===== src/rtl/vsyn_pkg.sv =====
package vsyn_pkg;
  // Strobes from the sequencing logic to the pulse datapath.
  typedef struct packed {
    logic run;      // generator active this cycle
    logic loadVal;  // move the pending word into the applied word
  } vsynStrobe_t;
endpackage


===== src/rtl/vsyn_ctrl.sv =====
module vsyn_ctrl
  import vsyn_pkg::*;
#(
  parameter int PWM_BITS = 8,
  parameter int BRM_BITS = 6
) (
  input  logic                clk,
  input  logic                rstN,
  input  logic                enable,
  output logic [PWM_BITS-1:0] phase,
  output logic [BRM_BITS-1:0] period,
  output vsynStrobe_t         strobe
);
  localparam logic [PWM_BITS-1:0] PH_MAX  = {PWM_BITS{1'b1}};
  localparam logic [BRM_BITS-1:0] PER_MAX = {BRM_BITS{1'b1}};

  logic phaseWrap;
  logic frameEnd;

  assign phaseWrap = (phase == PH_MAX);
  assign frameEnd  = phaseWrap && (period == PER_MAX);

  always_ff @(posedge clk) begin
    if (!rstN) begin
      phase  <= '0;
      period <= '0;
    end else if (!enable) begin
      phase  <= '0;
      period <= '0;
    end else begin
      phase <= phase + 1'b1;
      if (phaseWrap) period <= period + 1'b1;
    end
  end

  always_comb begin
    strobe.run     = enable;
    strobe.loadVal = !enable || frameEnd;
  end
endmodule


===== src/rtl/vsyn_dp.sv =====
module vsyn_dp
  import vsyn_pkg::*;
#(
  parameter int PWM_BITS = 8,
  parameter int BRM_BITS = 6,
  localparam int CTRL_W  = PWM_BITS + BRM_BITS
) (
  input  logic                clk,
  input  logic                rstN,
  input  logic                wrEn,
  input  logic [CTRL_W-1:0]   wrData,
  input  logic                outSel,
  input  vsynStrobe_t         strobe,
  input  logic [PWM_BITS-1:0] phase,
  input  logic [BRM_BITS-1:0] period,
  output logic [CTRL_W-1:0]   actVal,
  output logic                vsOut0,
  output logic                vsOut1
);
  logic [CTRL_W-1:0]   pendVal;
  logic [PWM_BITS-1:0] coarse;
  logic [BRM_BITS-1:0] fine;
  logic [BRM_BITS-1:0] bitRev;
  logic                extend;
  logic [PWM_BITS:0]   highLen;
  logic                pulse;

  always_ff @(posedge clk) begin
    if (!rstN) begin
      pendVal <= '0;
      actVal  <= '0;
    end else begin
      if (wrEn) pendVal <= wrData;
      if (strobe.loadVal) actVal <= pendVal;
    end
  end

  assign coarse = actVal[CTRL_W-1:BRM_BITS];
  assign fine   = actVal[BRM_BITS-1:0];

  // Reverse the period index so extended periods spread evenly.
  for (genvar i = 0; i < BRM_BITS; i++) begin : g_rev
    assign bitRev[i] = period[BRM_BITS-1-i];
  end

  assign extend  = (bitRev < fine);
  assign highLen = {1'b0, coarse} + {{PWM_BITS{1'b0}}, extend};
  assign pulse   = strobe.run && ({1'b0, phase} < highLen);

  always_ff @(posedge clk) begin
    if (!rstN) begin
      vsOut0 <= 1'b0;
      vsOut1 <= 1'b0;
    end else begin
      vsOut0 <= pulse && !outSel;
      vsOut1 <= pulse && outSel;
    end
  end
endmodule


===== src/rtl/vsyn_top.sv =====
module vsyn_top
  import vsyn_pkg::*;
#(
  parameter int PWM_BITS = 8,
  parameter int BRM_BITS = 6,
  localparam int CTRL_W  = PWM_BITS + BRM_BITS
) (
  input  logic              clk,
  input  logic              rstN,
  input  logic              wrEn,
  input  logic [CTRL_W-1:0] wrData,
  input  logic              enable,
  input  logic              outSel,
  output logic              vsOut0,
  output logic              vsOut1
);
  logic [PWM_BITS-1:0] phase;
  logic [BRM_BITS-1:0] period;
  logic [CTRL_W-1:0]   actVal;
  vsynStrobe_t         strobe;

  vsyn_ctrl #(.PWM_BITS(PWM_BITS), .BRM_BITS(BRM_BITS)) u_ctrl (
    .clk(clk), .rstN(rstN), .enable(enable),
    .phase(phase), .period(period), .strobe(strobe)
  );

  vsyn_dp #(.PWM_BITS(PWM_BITS), .BRM_BITS(BRM_BITS)) u_dp (
    .clk(clk), .rstN(rstN), .wrEn(wrEn), .wrData(wrData), .outSel(outSel),
    .strobe(strobe), .phase(phase), .period(period), .actVal(actVal),
    .vsOut0(vsOut0), .vsOut1(vsOut1)
  );
endmodule


===== config.mk =====
export PLATFORM = sky130hd
export DESIGN_NAME = vsyn_top
export DESIGN_NICKNAME = d
export VERILOG_FILES = /design/src/rtl/vsyn_pkg.sv /design/src/rtl/vsyn_ctrl.sv /design/src/rtl/vsyn_dp.sv /design/src/rtl/vsyn_top.sv
export SDC_FILE = /design/constraint.sdc
export NUM_CORES = 1
export LEC_CHECK = 0
export BUFFER_PORTS_ARGS = -buffer_cell sky130_fd_sc_hd__buf_2
export CAP_MARGIN = 20
export CORE_AREA = 2 2 71 73
export CTS_BUF_LIST = sky130_fd_sc_hd__clkbuf_4 sky130_fd_sc_hd__clkbuf_8 sky130_fd_sc_hd__clkbuf_16
export CTS_CLUSTER_DIAMETER = 100
export CTS_CLUSTER_SIZE = 24
export DETAILED_ROUTE_END_ITERATION = 6
export DIE_AREA = 0 0 73 75
export PLACE_DENSITY_LB_ADDON = 0.1
export RECOVER_POWER = 100
export SYNTH_ARGS = -nofsm -noshare
export SYNTH_HDL_FRONTEND = slang
export SYNTH_HIERARCHICAL = 1
export SYNTH_SLANG_ARGS = --single-unit

===== constraint.sdc =====
create_clock -name clk -period 6.3 [get_ports clk]
set_clock_uncertainty 0.2 [all_clocks]
set_input_delay 0.63 -clock clk [delete_from_list [all_inputs] [get_ports clk]]
set_output_delay 0.63 -clock clk [all_outputs]
set_load 0.02 [all_outputs]

After elaboration in Yosys (flattened, before gate mapping)

Index checks and enable logic that the tools add are counted.

Flip-flop bits (word level): 44
Latch bits: 0
Memory bits (read-only): 0
Word-level logic and storage cells: 21
Memories kept: 0
Bits in writable memories: 0
Bits of input ports: 19

Magnitude comparators: 2
Divide/modulo/power cells: 0
Shifts and indexed selects: 0
Muxes and demuxes: 0
Equality and inequality tests: 2
$mul: 0
$add $sub $neg: 3
Reductions and logical operators: 8
Bitwise logic cells: 0

Operators by type and width:

| operator                                     | number |
|---|---|
| adder 8 x 1 -> 9 bit                         | 1 |
| < comparator 8 x 9 -> 1 bit                  | 1 |
| adder 8 x 1 -> 8 bit (second input constant) | 1 |
| equality test 8 bit (second input constant)  | 1 |
| adder 6 x 1 -> 6 bit (second input constant) | 1 |
| equality test 6 bit (second input constant)  | 1 |
| < comparator 6 bit                           | 1 |
| logical AND 1 bit                            | 4 |
| zero test 1 bit                              | 2 |
| AND reduction 2 bit                          | 1 |
| logical OR 1 bit                             | 1 |

Depth between registers and ports, before layout

Gate-level depths: netlist of the first run.

Depth in word-level cells: 5
Mapped depth: 14

Modules after synthesis

The synthesis of the first run kept the hierarchy.

By module, submodules not included:

| module    | area an instance (um2) | cells each | times used | sequential area each (um2) |
|---|---|---|---|---|
| vsyn_dp   | 1544.0                 | 147        | 1          | 600.6 |
| vsyn_ctrl | 648.1                  | 73         | 1          | 280.3 |

Least setup slack after synthesis of the first run

OpenSTA, ideal clock, no wires.

Kind: reg2reg
From: register u_ctrl.period[2]
To: register u_dp.vsOut1
Setup slack: 3.621 ns
Path buffers: 0
Period minus slack after synthesis: 2.679 ns
Required time: 6.030 ns
Arrival: 2.410 ns
Setup time: 0.070 ns
Stages on the path, launching flop included: 14
Cells stage by stage: dfxtp_1 -> ha_1 -> a21oi_1 -> o21ai_0 -> a31oi_1 -> ha_1 -> ha_1 -> nand3_1 -> xor2_1 -> ha_1 -> a211oi_1 -> o2111a_1 -> o31ai_2 -> a21boi_1

Longest elaborated chain between the ends: 5

Ends and longest elaborated chain:

| item                        | line            | source |
|---|---|---|
| start: declaration          | vsyn_ctrl.sv:11 | `output logic [BRM_BITS-1:0] period,` |
| start signal: assignment    | vsyn_ctrl.sv:32 | `if (phaseWrap) period <= period + 1'b1;` |
| < comparator 6 bit          | vsyn_dp.sv:46   | `assign extend = (bitRev < fine);` |
| adder 8 x 1 -> 9 bit        | vsyn_dp.sv:47   | `assign highLen = {1'b0, coarse} + {{PWM_BITS{1'b0}}, extend};` |
| < comparator 8 x 9 -> 1 bit | vsyn_dp.sv:48   | `assign pulse = strobe.run && ({1'b0, phase} < highLen);` |
| logical AND 1 bit           | vsyn_dp.sv:48   |  |
| logical AND 1 bit           | vsyn_dp.sv:56   | `vsOut1 <= pulse && outSel;` |
| end signal: assignment      | vsyn_dp.sv:56   |  |
| end: declaration            | vsyn_dp.sv:18   | `output logic vsOut1` |

No other way between the ends.
A chain may end at the register's enable or synchronous reset.

Worst setup path in the final report of the first run

Same ends and word-level chain as after synthesis.

==> Flow_metrics.wiki, run 1 <==
{| class="wikitable"
! Metric !! Value
|-
| Die area || 0.005475 mm²
|-
| Post-synth EDFFs || 0
|-
| Setup Buffers After CTS || 0
|-
| Area growth from synthesis to final layout || 9.190%
|-
| Synthesized Nets || 255
|-
| PnR worst setup slack || 3306 ps
|-
| Leakage || 0.9714 nW
|-
| Remaining routing DRC violations || 0
|-
| Cell Area, Synth || 0.002192 mm²
|-
| Power density normalized to cell area || 220.5 mW/mm²
|-
| Std cell rows || 25
|-
| Final net count || 273
|-
| Class of the most critical hold timing path || reg2reg
|-
| Post-CTS Resized || 0
|-
| Routability-driven placement congestion ratio || 0.7183
|-
| Top sig layer || met4
|-
| Crit Path Class || reg2reg
|-
| Via count of the first global-routing pass || 1366
|-
| Type of element capturing the critical path || register
|-
| Post-Syn Area per Cell || 9.964 µm²
|-
| ANT nets after route || 0
|-
| Synth Area in XOR/XNOR || 3.596%
|-
| Share of synthesized cell area in full adder, half adder and majority cells || 9.132%
|-
| Register clock-pin slew on the reported worst setup and hold paths || 80 ps
|-
| Num Clock Sinks || 44
|-
| Worst setup timing slack at the placement stage || 3319 ps
|-
| IR drop worst, VDD || 0.1202 mV
|-
| Portion of netlist area occupied by mux cells || 13.24%
|-
| Number of port buffers || 20
|-
| Antenna violations before repair || 0
|-
| CTS tree || yes
|-
| Sum of met2 wire segment lengths after detailed routing || 1641 µm
|-
| Detailed-routing iteration count for the pre-antenna-repair pass || 4
|-
| RSZ-0062 raised after global routing || no
|-
| CTS H-tree depth || 2
|-
| Maximum number of pins on one net before global-route repair || 34
|-
| Number of DRC markers after the initial detailed-route iteration || 48
|-
| Final setup viols || 0
|-
| Highest Clock Rate || 334.0 MHz
|-
| Run status || finished, final reports clean
|-
| Floorplan core area || 0.004661 mm²
|-
| Primary flip-flop cell chosen by synthesis mapping || sky130_fd_sc_hd__dfxtp_1
|-
| Worst-margin pin slew || 1120 ps
|-
| Most frequent cells in the layout || sky130_fd_sc_hd__dfxtp_1, sky130_fd_sc_hd__mux2i_1, sky130_fd_sc_hd__nor2b_1
|-
| Share of cells above drive strength 1 || 12.97%
|-
| WP data required || 6320 ps
|-
| Commonest non-fill, non-tap cell in the layout || sky130_fd_sc_hd__dfxtp_1
|-
| Count of hold buffers inserted by post-cts repair || 0
|-
| Share of synthesized cell area in and, or, nand and nor gates || 20.43%
|-
| Number of synthesized register bits || 44
|-
| Top cell type by total area after synthesis || sky130_fd_sc_hd__dfxtp_1
|-
| Worst-skew pair later-pin latency || 290 ps
|-
| Final critical-path share of the clock period || 47.52%
|-
| Length of routed met3 wiring || 117 µm
|-
| Overall die width || 73 µm
|-
| Global-route wire length before repair || 6520 µm
|-
| Antenna Diode Count || 0
|-
| Startpoint kind of the worst setup timing path || register
|-
| Clock buffers created by TritonCTS || 5
|-
| Main combinational cell family by area after synthesis || simple AND/OR/NAND/NOR gates
|-
| Setup Total Neg Slack || 0 ps
|-
| Synth async-reset ratio || 0%
|-
| Number of max-capacitance violations reported || 0
|-
| Power share of the sequential group || 55.7%
|-
| Clock tree root driver cell || sky130_fd_sc_hd__clkbuf_8
|-
| Net switching power figure || 125.0 µW
|-
| Min cycle time layout || 2994 ps
|-
| Cell types with the largest area share after synthesis || sky130_fd_sc_hd__dfxtp_1, sky130_fd_sc_hd__mux2i_1, sky130_fd_sc_hd__ha_1
|-
| Initial cell density of the core || 47.03%
|-
| Sequential fraction of the synthesis area || 40.18%
|-
| Area share of the largest cell type after synthesis || 40.18%
|-
| Share of power burned in the clock network || 35.0%
|-
| Final Slew Violations || 0
|-
| Die Height || 75 µm
|-
| Final number of hold-violating endpoints || 0
|-
| Critical path data arrival time || 3010 ps
|-
| Routed met1 length || 1986 µm
|-
| Yosys warns || 6
|-
| Unique masters post-synth || 36
|-
| Total via count after detailed routing || 1522
|-
| Half-perimeter wire length after placement || 2754 µm
|-
| Fraction of power spent switching nets || 23.68%
|-
| Deepest clock path buffer count || 2
|-
| Slew headroom || 25.33%
|-
| Global router's overall resource usage || 15.43%
|-
| Count of mapped cells out of synthesis || 220
|-
| Overflow left after global routing || 0
|-
| Cell Int Power || 402.8 µW
|-
| Largest fanout on the critical path || 6
|-
| Total placed instance area || 0.002308 mm²
|-
| Placed cells || 285
|-
| Count of non-filler cells in the finished layout || 293
|-
| Number of vias per cell || 5.195
|-
| Routed wirelength normalized by instance count || 12.86 µm
|-
| Finished Cell Area || 0.002394 mm²
|-
| Compound-Gate Fraction of Synth Area || 9.361%
|-
| Total detailed-routing wirelength || 3768 µm
|-
| Part of the total power dissipated in combinational logic || 9.3%
|-
| Boundary Pins || 21
|}
==> through the flow <==
step	hold WS [ps]	utilization (%)	power, mW
global route	284.1	51.36	0.5555
detailed placement	252.0	49.53	0.3513
global placement	253.1	49.53	0.3509
floorplan	229.9	-	0.3386
finish	274.6	51.36	0.5278
CTS	274.7	51.62	0.5381
==> cell type report <==
type / instances / area (µm²)
fillers: 434 / 2267
multi-input cells: 158 / 1217
flip-flops and latches: 44 / 880.8
repair buffers: 21 / 100.1
clock buffers: 6 / 82.58
well taps: 54 / 67.56
inverters: 8 / 30.03
clock inverters: 2 / 15.01
==> worst paths after layout <==
check	from	to	slack, ps	cells past startpoint
worst min-delay path	u_ctrl/phase[0]	u_ctrl/phase[0]	270	1
worst max register to register	u_ctrl/period[2]	u_dp/vsOut1	3310	13
worst max-delay path	u_ctrl/period[2]	u_dp/vsOut1	3310	13
worst min register to register	u_ctrl/phase[0]	u_ctrl/phase[0]	270	1
==> state kept, by name, indices dropped and copies added, names as in the netlist <==
name and cells:
u_ctrl/period 6, u_ctrl/phase 8, u_dp/actVal 14, u_dp/pendVal 14, u_dp/vsOut0 1, u_dp/vsOut1 1
==> critical path, cell delays in order (launching register included) <==
cell                       delay, ps
sky130_fd_sc_hd__dfxtp_1         410
sky130_fd_sc_hd__ha_1            270
sky130_fd_sc_hd__a21oi_1         120
sky130_fd_sc_hd__o21ai_0          90
sky130_fd_sc_hd__a31oi_1         190
sky130_fd_sc_hd__ha_1            240
sky130_fd_sc_hd__ha_1            250
sky130_fd_sc_hd__nand3_1         110
sky130_fd_sc_hd__xor2_1          150
sky130_fd_sc_hd__ha_1            180
sky130_fd_sc_hd__a211oi_1        230
sky130_fd_sc_hd__o2111a_1        230
sky130_fd_sc_hd__o31ai_1          90
sky130_fd_sc_hd__a21boi_0        170
==> routing by layer <==
layer / vias up / global-route usage [%]
li1: 812 / -
met1: 688 / 21.22
met3: 2 / 3.748
met5: - / 0
met4: 0 / 4.938
met2: 20 / 23.92
==> power groups by stage <==
stage	Combinational, mW	Sequential (mW)	Clock [mW]
floorplan	0.0392	0.299	0
global placement	0.0504	0.301	0
detailed placement	0.0507	0.301	0
CTS	0.0510	0.294	0.193
global route	0.0549	0.296	0.205
finish	0.0493	0.294	0.185
==> cell usage after synthesis (2+ instances only) <==
library cell,n
sky130_fd_sc_hd__nor2b_1,28
sky130_fd_sc_hd__nor2_1,5
sky130_fd_sc_hd__nand2_1,7
sky130_fd_sc_hd__or4_1,3
sky130_fd_sc_hd__dfxtp_1,44
sky130_fd_sc_hd__nand3_1,11
sky130_fd_sc_hd__or3_1,3
sky130_fd_sc_hd__buf_2,2
sky130_fd_sc_hd__and2_1,2
sky130_fd_sc_hd__clkbuf_1,4
sky130_fd_sc_hd__and4_1,2
sky130_fd_sc_hd__inv_1,8
sky130_fd_sc_hd__xnor2_1,2
sky130_fd_sc_hd__o31ai_1,3
sky130_fd_sc_hd__nand2b_1,2
sky130_fd_sc_hd__mux2i_1,29
sky130_fd_sc_hd__and3_1,3
sky130_fd_sc_hd__xor2_1,7
sky130_fd_sc_hd__or3_2,2
sky130_fd_sc_hd__buf_4,3
sky130_fd_sc_hd__a21oi_1,11
sky130_fd_sc_hd__nand4_1,3
sky130_fd_sc_hd__ha_1,16
sky130_fd_sc_hd__o21ai_0,8
==> logic make-up after synthesis <==
kind of cell             after synthesis
AND/OR/NAND/NOR                       74
buffers and inverters                 18
AO/OA/AOI/OAI                         30
flip-flops                            44
XOR/XNOR                               9
multiplexers                          29
adder cells (fa/ha/maj)               16
Power figures use the tool's default switching activity.
==> run 2: changes to the inputs <==
- clock period: 6.3 -> 2.63 ns (I/O delays scaled with it)
==> Flow_metrics.wiki, run 2 (synthesized netlist as in run 1, its figures left out) <==
{| class="wikitable"
! Metric !! Value
|-
| Run status || finished with violations
|-
| Violations in the final reports || negative setup slack
|-
| Final net count || 287
|-
| Half-perimeter wire length after placement || 2895 µm
|-
| PnR worst setup slack || -58.63 ps
|-
| Register clock-pin slew on the reported worst setup and hold paths || 90 ps
|-
| Ordered cell list for the critical path || inv_2 > ha_4 > a21oi_2 > o21ai_1 > a31oi_1 > ha_2 > ha_4 > nand3_2 > xor2_1 > ha_2 > a211oi_2 > o2111a_1 > o31ai_2 > a21oi_1
|-
| Total via count after detailed routing || 1576
|-
| Clock buffers created by TritonCTS || 5
|-
| Share of cells above drive strength 1 || 24.90%
|-
| Detailed-routing iteration count for the pre-antenna-repair pass || 4
|-
| Min cycle time layout || 2689 ps
|-
| RSZ-0062 raised after global routing || yes
|-
| Global router's overall resource usage || 16.95%
|-
| Worst-margin pin slew || 963.4 ps
|-
| Delay contributed by the slowest stage of the critical path || 340 ps
|-
| Final Slew Violations || 0
|-
| Placed cells || 297
|-
| Leakage || 1.065 nW
|-
| Global-route wire length before repair || 7093 µm
|-
| Worst-skew pair later-pin latency || 300 ps
|-
| WP data required || 2660 ps
|-
| Number of max-capacitance violations reported || 0
|-
| Overflow left after global routing || 0
|-
| Routed wirelength normalized by instance count || 13.22 µm
|-
| Startpoint kind of the worst setup timing path || register
|-
| Overall die width || 73 µm
|-
| Number of DRC markers after the initial detailed-route iteration || 43
|-
| Initial cell density of the core || 47.03%
|-
| Fin util || 56.08%
|-
| Crit Path Class || reg2reg
|-
| Power density normalized to cell area || 528.6 mW/mm²
|-
| CTS tree || yes
|-
| Std cell rows || 25
|-
| IR drop worst, VDD || 0.3806 mV
|-
| Count of non-filler cells in the finished layout || 307
|-
| Clock tree root driver cell || sky130_fd_sc_hd__clkbuf_8
|-
| Die Height || 75 µm
|-
| Most frequent cells in the layout || sky130_fd_sc_hd__dfxtp_1, sky130_fd_sc_hd__mux2i_1, sky130_fd_sc_hd__nor2b_1
|-
| Largest fanout on the critical path || 3
|-
| Via count of the first global-routing pass || 1505
|-
| Maximum number of pins on one net before global-route repair || 34
|-
| Total detailed-routing wirelength || 4060 µm
|-
| Boundary Pins || 21
|-
| Floorplan core area || 0.004661 mm²
|-
| Num Clock Sinks || 44
|-
| Type of element capturing the critical path || register
|-
| Remaining routing DRC violations || 0
|-
| Antenna violations before repair || 0
|-
| Final number of hold-violating endpoints || 0
|-
| Critical path data arrival time || 2720 ps
|-
| CTS H-tree depth || 2
|-
| Die area || 0.005475 mm²
|-
| Routability-driven placement congestion ratio || 0.7379
|-
| Slowest-stage cell, CP || sky130_fd_sc_hd__dfxtp_2
|-
| ANT nets after route || 0
|-
| Number of vias per cell || 5.134
|-
| Antenna Diode Count || 0
|-
| Commonest non-fill, non-tap cell in the layout || sky130_fd_sc_hd__dfxtp_1
|-
| Highest Clock Rate || 371.9 MHz
|-
| Number of port buffers || 20
|-
| Class of the most critical hold timing path || in2reg
|-
| Slew headroom || 35.77%
|-
| Final setup viols || 2
|-
| Final critical-path share of the clock period || 102.2%
|-
| Deepest clock path buffer count || 2
|-
| Area growth from synthesis to final layout || 19.24%
|-
| Largest regs || u_dp/actVal x14, u_dp/pendVal x14, u_ctrl/phase x8
|}
-- run 2: metal layers --
metal	up-vias	global-route usage [%]	share of wire [%]
met5	-	0	0
met4	0	6.173	1.2
met3	5	4.150	2.7
met2	18	25.83	42
met1	717	23.40	54
li1	836	-	-
-- run 2: path summary, 6_finish.rpt --
kind / start / endpoint / slack [ps] / cells past startpoint
worst min register to register: u_ctrl/phase[0] / u_ctrl/phase[0] / 280 / 1
worst max-delay path: u_dp/actVal[3] / u_dp/vsOut0 / -60 / 14
worst min-delay path: wrData[12] / u_dp/pendVal[12] / 20 / 3
worst max register to register: u_dp/actVal[3] / u_dp/vsOut0 / -60 / 14
-- run 2: timing repair --
action,CTS,global route
endpoints found under the setup margin,2,2
hold buffers,1,0
endpoints found under the hold margin,1,0
setup buffers,1,0
pin swaps,14,7
gates resized for setup,18,1
-- run 2: area by class of cell --
| cell class | instances | area (µm²) |
|---|---|---|
| Clock buffer | 6 | 82.58 |
| Fill cell | 447 | 2047 |
| Multi-Input combinational cell | 158 | 1299 |
| Timing Repair Buffer | 35 | 209.0 |
| Clock inverter | 2 | 38.79 |
| Sequential cell | 44 | 887.1 |
| Tap cell | 54 | 67.56 |
| Inverter | 8 | 30.03 |
-- run 2: where the power goes --
group | internal, mW | switching [mW]
logic | 0.0701 | 0.0598
registers | 0.689 | 0.0155
clock network | 0.311 | 0.236
-- run 2: stage by stage --
step	power (mW)	hold WS [ps]	cell area, µm²	worst slack (ps)	TNS (ps)
2_1_floorplan	0.8120	132.1	2207	22.33	0
3_3_place_gp	0.8466	231.0	2426	-81.66	-162.6
3_5_place_dp	0.8488	235.5	2426	-133.3	-259.9
4_1_cts	1.395	13.67	2633	-84.70	-168.1
5_1_grt	1.440	23.10	2614	-187.6	-375.2
6_report	1.382	15.68	2614	-58.63	-116.3
-- run 2: critical path: cells and delay by family (launching register included) --
family | cells | cell delay, ps
compound gates | 7 | 1010
fa+ha+maj | 4 | 810
flops | 1 | 340
xor+xnor | 1 | 150
simple gates | 1 | 80
buf+inv | 1 | 40
